## config.mk

```make
export PLATFORM = sky130hd
export DESIGN_NAME = irq_claim_ctrl
export DESIGN_NICKNAME = d
export VERILOG_FILES = /design/src/rtl/icc_pkg.sv /design/src/rtl/icc_gateway.sv /design/src/rtl/icc_arbiter.sv /design/src/rtl/irq_claim_ctrl.sv
export SDC_FILE = /design/constraint.sdc
export NUM_CORES = 1
export LEC_CHECK = 0
export BUFFER_PORTS_ARGS = -buffer_cell sky130_fd_sc_hd__buf_4
export CAP_MARGIN = 10
export CORE_MARGIN = 5
export CORE_UTILIZATION = 50
export DETAILED_ROUTE_END_ITERATION = 6
export HOLD_SLACK_MARGIN = 0.02
export PLACE_DENSITY = 0.7
export SETUP_SLACK_MARGIN = 0.5
export SLEW_MARGIN = 40
export SYNTH_ARGS = -nofsm -noshare
export SYNTH_HDL_FRONTEND = slang
export SYNTH_HIERARCHICAL = 1
export SYNTH_SLANG_ARGS = --single-unit
```

## constraint.sdc

```tcl
create_clock -name clk -period 21 [get_ports clk]
set_input_delay 1.05 -clock clk [delete_from_list [all_inputs] [get_ports clk]]
set_output_delay 1.05 -clock clk [all_outputs]
set_load 0.01 [all_outputs]
```

## src/rtl/icc_pkg.sv

```systemverilog
package icc_pkg;
    typedef enum logic [1:0] {
        GW_IDLE  = 2'd0,
        GW_PEND  = 2'd1,
        GW_INSVC = 2'd2
    } gw_state_e;

    localparam int PRIO_W   = 3;
    localparam int EN_BASE  = 16;
    localparam int TGT_BASE = 32;
endpackage

```

## src/rtl/icc_gateway.sv

```systemverilog
module icc_gateway
    import icc_pkg::*;
(
    input  logic clk,
    input  logic rst_n,
    input  logic level_i,
    input  logic claim_i,
    input  logic complete_i,
    output logic pend_o,
    output logic insvc_o
);
    gw_state_e state_q, state_d;

    always_ff @(posedge clk) begin
        if (!rst_n) state_q <= GW_IDLE;
        else        state_q <= state_d;
    end

    always_comb begin
        state_d = state_q;
        unique case (state_q)
            GW_IDLE:  if (level_i)    state_d = GW_PEND;
            GW_PEND:  if (claim_i)    state_d = GW_INSVC;
            GW_INSVC: if (complete_i) state_d = GW_IDLE;
            default:                  state_d = GW_IDLE;
        endcase
    end

    always_comb begin
        pend_o  = (state_q == GW_PEND);
        insvc_o = (state_q == GW_INSVC);
    end
endmodule

```

## src/rtl/icc_arbiter.sv

```systemverilog
module icc_arbiter
    import icc_pkg::*;
#(
    parameter int NSRC = 7,
    parameter int IDW  = 3
) (
    input  logic [NSRC-1:0][PRIO_W-1:0] prio_i,
    input  logic [NSRC-1:0]             eligible_i,
    input  logic [PRIO_W-1:0]           thr_i,
    output logic [IDW-1:0]              id_o,
    output logic                        irq_o
);
    logic [PRIO_W-1:0] best_p;

    always_comb begin
        best_p = '0;
        id_o   = '0;
        for (int i = 0; i < NSRC; i++) begin
            if (eligible_i[i] && (prio_i[i] > best_p)) begin
                best_p = prio_i[i];
                id_o   = IDW'(i + 1);
            end
        end
        irq_o = (best_p > thr_i);
    end
endmodule

```

## src/rtl/irq_claim_ctrl.sv

```systemverilog
module irq_claim_ctrl
    import icc_pkg::*;
#(
    parameter int NSRC = 7,
    parameter int NTGT = 2,
    parameter int AW   = 8,
    parameter int DW   = 32
) (
    input  logic            clk,
    input  logic            rst_n,
    input  logic [NSRC-1:0] src_i,
    input  logic            reg_wr,
    input  logic            reg_rd,
    input  logic [AW-1:0]   reg_addr,
    input  logic [DW-1:0]   reg_wdata,
    output logic [DW-1:0]   reg_rdata,
    output logic [NTGT-1:0] irq_o
);
    localparam int IDW = $clog2(NSRC + 1);

    logic [NSRC-1:0][PRIO_W-1:0] prio_q;
    logic [NTGT-1:0][NSRC-1:0]   en_q;
    logic [NTGT-1:0][PRIO_W-1:0] thr_q;
    logic [NTGT-1:0][IDW-1:0]    best_id;
    logic [NSRC-1:0]             pend_vec, insvc_vec, claim_vec, complete_vec;

    function automatic logic at(input logic [AW-1:0] a, input int off);
        return a == AW'(off);
    endfunction

    // Configuration registers
    always_ff @(posedge clk) begin
        if (!rst_n) begin
            prio_q <= '0;
            en_q   <= '0;
            thr_q  <= '0;
        end else if (reg_wr) begin
            for (int i = 0; i < NSRC; i++)
                if (at(reg_addr, i + 1)) prio_q[i] <= reg_wdata[PRIO_W-1:0];
            for (int t = 0; t < NTGT; t++) begin
                if (at(reg_addr, EN_BASE + t))      en_q[t]  <= reg_wdata[NSRC:1];
                if (at(reg_addr, TGT_BASE + 2 * t)) thr_q[t] <= reg_wdata[PRIO_W-1:0];
            end
        end
    end

    // Claim and completion strobes per source
    always_comb begin
        claim_vec    = '0;
        complete_vec = '0;
        for (int t = 0; t < NTGT; t++) begin
            for (int i = 0; i < NSRC; i++) begin
                if (reg_rd && at(reg_addr, TGT_BASE + 2 * t + 1) && best_id[t] == IDW'(i + 1))
                    claim_vec[i] = 1'b1;
                if (reg_wr && at(reg_addr, TGT_BASE + 2 * t + 1) &&
                    reg_wdata == DW'(i + 1) && en_q[t][i])
                    complete_vec[i] = 1'b1;
            end
        end
    end

    // Read mux
    always_comb begin
        reg_rdata = '0;
        if (reg_rd) begin
            for (int i = 0; i < NSRC; i++)
                if (at(reg_addr, i + 1)) reg_rdata = DW'(prio_q[i]);
            for (int t = 0; t < NTGT; t++) begin
                if (at(reg_addr, EN_BASE + t))          reg_rdata = DW'({en_q[t], 1'b0});
                if (at(reg_addr, TGT_BASE + 2 * t))     reg_rdata = DW'(thr_q[t]);
                if (at(reg_addr, TGT_BASE + 2 * t + 1)) reg_rdata = DW'(best_id[t]);
            end
        end
    end

    for (genvar g = 0; g < NSRC; g++) begin : g_gw
        icc_gateway u_gw (
            .clk        (clk),
            .rst_n      (rst_n),
            .level_i    (src_i[g]),
            .claim_i    (claim_vec[g]),
            .complete_i (complete_vec[g]),
            .pend_o     (pend_vec[g]),
            .insvc_o    (insvc_vec[g])
        );
    end

    for (genvar t = 0; t < NTGT; t++) begin : g_tgt
        icc_arbiter #(.NSRC(NSRC), .IDW(IDW)) u_arb (
            .prio_i     (prio_q),
            .eligible_i (pend_vec & en_q[t]),
            .thr_i      (thr_q[t]),
            .id_o       (best_id[t]),
            .irq_o      (irq_o[t])
        );
    end
endmodule

```

Word level (Yosys, flattened, before mapping)
Index checks and enable logic that the tools add are counted.
Operators by class
  magnitude comparators: 15
  equal/unequal tests: 69
  muxes and demuxes: 98
  bitwise operators: 2
  reductions and logical operators: 85
Operators with widths (count)
  $mux 32: 13
  $eq 32x3->1 const B: 4
  $mux 3: 23
  $eq 32x2->1 const B: 2
  $logic_and 1x1->1: 60
  $mux 2: 25
  $gt 3x3->1: 14
  $pmux 2 s3: 7
  $eq 32x1->1 const B: 1
  $eq 8x3->1 const B: 4
  $eq 8x6->1 const B: 4
  $mux 1: 30
  $ne 2x1->1 const B: 14
  $eq 3x3->1 const B: 8
  $reduce_and 2->1: 11
  $reduce_and 3->1: 7
  $eq 8x2->1 const B: 2
  $eq 8x5->1 const B: 2
  $and 7x7->7: 2
  $eq 2x1->1 const B: 7
  $eq 2x2->1 const B: 7
  $logic_not 2->1: 7
  $ne 2x2->1 const B: 7
  $eq 3x2->1 const B: 4
  other kinds (3): 4
Storage, ports and cells
  flip-flop bits (word level): 55
  bits of input ports: 51
  output and inout port bits: 34
  logic and storage cells: 287

Depth between registers and ports, before layout
  depth after elaboration: 28
  depth in mapped cells: 46

Cells and area by module
The synthesis kept the hierarchy.
By module, submodules not included
  irq_claim_ctrl: instances 1, cells each 350, area an instance 2881.5 um2, sequential area each 820.8 um2
  icc_arbiter (g_tgt[1].u_arb): instances 1, cells each 132, area an instance 997.2 um2, sequential area each 0.0 um2
  icc_arbiter (g_tgt[0].u_arb): instances 1, cells each 125, area an instance 949.7 um2, sequential area each 0.0 um2
  icc_gateway: instances 7, cells each 10, area an instance 107.6 um2, sequential area each 40.0 um2

Worst setup path after synthesis
No wires, ideal clock.
  path type: register to output
  start: reg g_gw[0].u_gw.state_q[0]
  end: out irq_o[0]
  arrival: 8402 ps
  data required time: 19950 ps
  slack: 11548 ps
  stages on the path, launching flop included: 45
  buffers on the path: 0
  cell sequence: dfxtp_1 -> nor2b_4 -> and2_1 -> nand2_1 -> ha_1 -> nand3_1 -> o211ai_2 -> or2_2 -> nand2_1 -> o21ai_0 -> ha_1 -> o21bai_4 -> a22oi_1 -> o21a_1 -> a21oi_1 -> o21bai_1 -> mux2_2 -> ha_1 -> (+9 left out) -> o21ba_2 -> or2_2 -> ha_1 -> nor2b_1 -> o21ai_0 -> a21oi_1 -> mux2_2 -> ha_1 -> nand3_1 -> nand2_1 -> a21oi_1 -> nor2_1 -> a221oi_2 -> ha_1 -> inv_1 -> a21o_1 -> a21oi_1 -> a31oi_1
On the way
  cells in the longest elaborated chain, start to end: 23
RTL lines
  start, declared: line icc_gateway.sv:12  | gw_state_e state_q, state_d;
  start signal, assigned: line icc_gateway.sv:16  | else state_q <= state_d;
  $eq 2x1->1 (*): line icc_gateway.sv:30  | pend_o = (state_q == GW_PEND);
  via pend_vec[0]: line irq_claim_ctrl.sv:25  | logic [NSRC-1:0] pend_vec, insvc_vec, claim_vec, complete_vec;
  $and 7x7->7 (*): line irq_claim_ctrl.sv:91  | .eligible_i (pend_vec & en_q[t]),
  $logic_and 1x1->1 (*): line icc_arbiter.sv:19  | if (eligible_i[i] && (prio_i[i] > best_p)) begin
  $mux 3 (*): line icc_arbiter.sv:19
  $gt 3x3->1: line icc_arbiter.sv:19
  $logic_and 1x1->1: line icc_arbiter.sv:19
  $mux 3 (*): line icc_arbiter.sv:19
  (+8 left out)
  $mux 3 (*): line icc_arbiter.sv:19
  $gt 3x3->1: line icc_arbiter.sv:19
  $logic_and 1x1->1: line icc_arbiter.sv:19
  $mux 3 (*): line icc_arbiter.sv:19
  $gt 3x3->1: line icc_arbiter.sv:19
  $logic_and 1x1->1: line icc_arbiter.sv:19
  $mux 3 (*): line icc_arbiter.sv:19
  $gt 3x3->1 (*): line icc_arbiter.sv:24  | irq_o = (best_p > thr_i);
  end, declared: line irq_claim_ctrl.sv:17  | output logic [NTGT-1:0] irq_o
Mark *: on every way through the listed nets, which the timed path passes. The rest lies on a longest branch.

==> reports/results.md <==
| Step | Result | Reported |
| --- | --- | --- |
| route | Wire length per cell after detailed routing | 19.2 um |
| place | Detailed placer's ending HPWL | 12800 um |
| route | Detailed-router iteration count before antenna repair | 5 |
| setup path | Required time at the endpoint of the critical path | 19.95 ns |
| sta | Achievable frequency | 88.8 MHz |
| route | Final WL | 16500 um |
| setup path | Kind of launch point of the worst setup path | flip-flop |
| synth | Post-synthesis register bit count | 55 |
| synth | Share of synthesized flip-flops with an asynchronous set or reset | 0 |
| clocking | TritonCTS Sinks | 55 |
| place | Number of placed instances, taps included | 852 |
| floorplanning | Chip Height | 116 um |
| floorplanning | Total Die Area | 13400 um^2 |
| global routing | Total global routing overflow | 0 |
| clocking | CTS tree | done |
| job | Number of max-cap violations | 0 |
| clocking | CTS Buffer Depth | 2 |
| floorplanning | Die extent in x | 116 um |
| clocking | Clk Tree Root Cell | clkbuf_8 |
| sta | Setup WS post-layout | 9.73 ns |
| global routing | GRT Overall Usage | 0.242 |
| clocking | Clock latency reported for the late side of the worst-skew pair | 0.32 ns |
| clocking | CTS Buf Count | 5 |
| floorplanning | Initial core utilization | 0.513 |
| layout | Leading cell type in the layout, fill and taps excluded | buf_4 |
| global routing | Number of antenna violations at the first check in global routing | 0 |
| floorplanning | CORE AREA | 10900 um^2 |
| clocking | Clock-pin slew on the worst setup and hold paths | 0.11 ns |
| clocking | H-tree Lvls | 2 |
| setup path | FF-to-FF path depth | 41 |
| global routing | First-pass GRT wire length | 25900 um |
| setup path | Path type of the worst setup path | flip-flop to output pin |
| sta | Maximum clock skew at final layout | 0.0104 ns |
| setup path | Highest net fanout along the worst path | 8 |
| layout | Non-filler instance count after layout | 860 |
| layout | Post-layout nets | 800 |
| sta | Worst relative slew slack | 0.441 |
| setup path | Cell type of the slowest stage on the worst timing path | a21oi_1 |
| global routing | Vias in the first global route | 5179 |
| sta | Final Max Tran Viols | 0 |
| layout | Layout cell share with drive strength beyond 1 | 0.199 |
| clocking | Cts-stage hold buffer count | 0 |
| setup path | Category of the worst setup path capture point | output pin |
| sta | Setup TNS Final | 0 ns |
| sta | Setup repair after global routing missed its margin | false |
| layout | Post-route design area | 6120 um^2 |
| synth | Cell type contributing the most total cell area after synthesis | dfxtp_1 |
| min path | Worst hold path cell count | 2 |
| power and ir drop | Power per Cell Area | 32.7 nW/um^2 |
| synth | Synth area leaders | dfxtp_1 20%, ha_1 6.7%, mux2i_1 5.7%, nor2b_1 4.9%, nand2_1 3.6% |
| place | Number of buffers added on ports | 60 |
| synth | Area of the mapped netlist | 5580 um^2 |
| route | Ratio of routed vias to standard cells | 6.24 |
| place | Worst setup slack before clock tree synthesis | 10.26 ns |
| layout | Area Growth Syn to Fin | 9.59% |
| place | Placed Instance Area | 6020 um^2 |
| global routing | Largest net degree at the start of global routing | 63 |
| route | Vias after detailed routing | 5364 |
| route | Antenna Nets Post-Route | 0 |
| power and ir drop | Leakage | 2.46 nW |
| route | DRC violation total after the first TritonRoute iteration | 389 |
| setup path | Critical Path AT | 10.22 ns |
| min path | Path category of the worst min-delay check | flip-flop to flip-flop |
| synth | Post-synthesis sequential area ratio | 0.197 |
| synth | Synthesized area per cell | 8.24 um^2 |
| power and ir drop | Peak ir drop on the vdd network | 0.0264 mV |
| synth | Number of warnings issued by yosys | 6 |
| synth | Cells after Synth | 677 |
| setup path | Critical Path Max Stage Delay | 0.48 ns |
| synth | Area fraction of the dominant cell type after synthesis | 0.197 |
| synth | Number of unique standard cell types used by synthesis | 98 |
| sta | Number of endpoints with negative hold slack in the final report | 0 |
| layout | Antenna fix cells | 0 |
| place | Routability cong. | 0.915 |
| sta | Shortest period the worst path allows | 11.27 ns |
| layout | Commonest non-fill, non-tap cells in the layout | 61 x buf_4, 55 x dfxtp_1, 54 x nand2_1, 44 x nor2b_1, 38 x inv_1 |
| power and ir drop | Total power consumption of the routed design | 200 uW |
| sta | Least-Margin Pin Slew | 0.837 ns |
| clocking | Number of setup buffers added after CTS | 0 |
| sta | Endpoints failing setup | 0 |
| sta | Ratio of final minimum period to clock period | 0.536 |
| floorplanning | I/O pin count | 85 |
| setup path | Most numerous cell on the critical path | ha_1 |
| clocking | Post-cts resize count | 0 |
| route | Drt drc | 0 |
| floorplanning | Number of placement rows | 38 |
| synth | Number of enable flip-flop cells after synthesis | 0 |
| run status | Outcome | complete, no violations |
| synth | Top FF cell, synth | dfxtp_1 |
-- path summary, 6_finish.rpt --
path	startpoint	endpoint	slack, ns
setup / recovery	g_gw[0].u_gw/state_q[0]	reg_rdata[1]	9.73
hold / removal	en_q[10]	en_q[10]	0.51
setup reg to reg	g_gw[0].u_gw/state_q[0]	g_gw[3].u_gw/state_q[0]	10.99
hold reg to reg	en_q[10]	en_q[10]	0.51
-- state kept, by name, summed over array words and instances, names as in the netlist --
| name | cells |
|---|---|
| g_gw.u_gw/state_q | 14 |
| thr_q | 6 |
| en_q | 14 |
| prio_q | 21 |
-- synthesized netlist by cell type (8+ instances only) --
cell / n
nor3_1: 8
o21ai_0: 17
a21oi_1: 26
inv_1: 38
nor2b_1: 44
a22oi_1: 16
nand4_1: 10
ha_1: 30
dfxtp_1: 55
nor2b_4: 8
clkbuf_1: 18
and2_1: 19
nor2_1: 25
nand3_1: 32
buf_4: 26
nand2b_1: 15
nand2_1: 54
nor4_1: 8
mux2i_1: 32
a21boi_0: 15
-- metrics by stage --
step                      hold slack (ns)  utilization
after floorplan                     0.457            -
after global placement              0.487        0.553
after detailed placement            0.497        0.553
after CTS                           0.514        0.561
after global routing                0.544        0.562
final                               0.513        0.562
-- report_power, final --
group | internal, mW | switching, mW
Clock | 0.0241 | 0.0388
Combinational | 0.0138 | 0.0166
Sequential | 0.106 | 0.00105
Total | 0.143 | 0.0565
-- routing by layer --
layer / share of wire / GRT usage
met1: 0.41 / 0.296
met2: 0.49 / 0.445
met3: 0.070 / 0.0245
met5: 0 / 0
met4: 0.027 / 0.0781
-- logic make-up (layout without fill, tap and decap cells) --
logic type | after synthesis | after routing | share of synthesized area
simple gates | 284 | 284 | 0.312
compound gates | 171 | 171 | 0.249
buf+inv | 87 | 107 | 0.0767
flops | 55 | 55 | 0.197
mux | 45 | 45 | 0.0903
fa+ha+maj | 33 | 33 | 0.0729
other cells | 1 | 24 | 0.000672
xor+xnor | 1 | 1 | 0.00157
-- layout make-up --
class	instances	area, um^2
clock buffer	6	72.6
clock inverter	2	16.3
fill	1023	4770
inverter	38	143
multi-input combinational	558	4150
sequential	55	1100
tap	140	175
timing repair buffer	61	458
-- critical path: cells and delay by family (launching register included) --
kind,cells,cell delay (ns)
compound gates,20,4.25
fa+ha+maj,7,1.91
buf+inv,1,0.15
flops,1,0.38
mux,2,0.73
simple gates,14,2.47
Note: power is estimated with default switching activity, not from simulation.
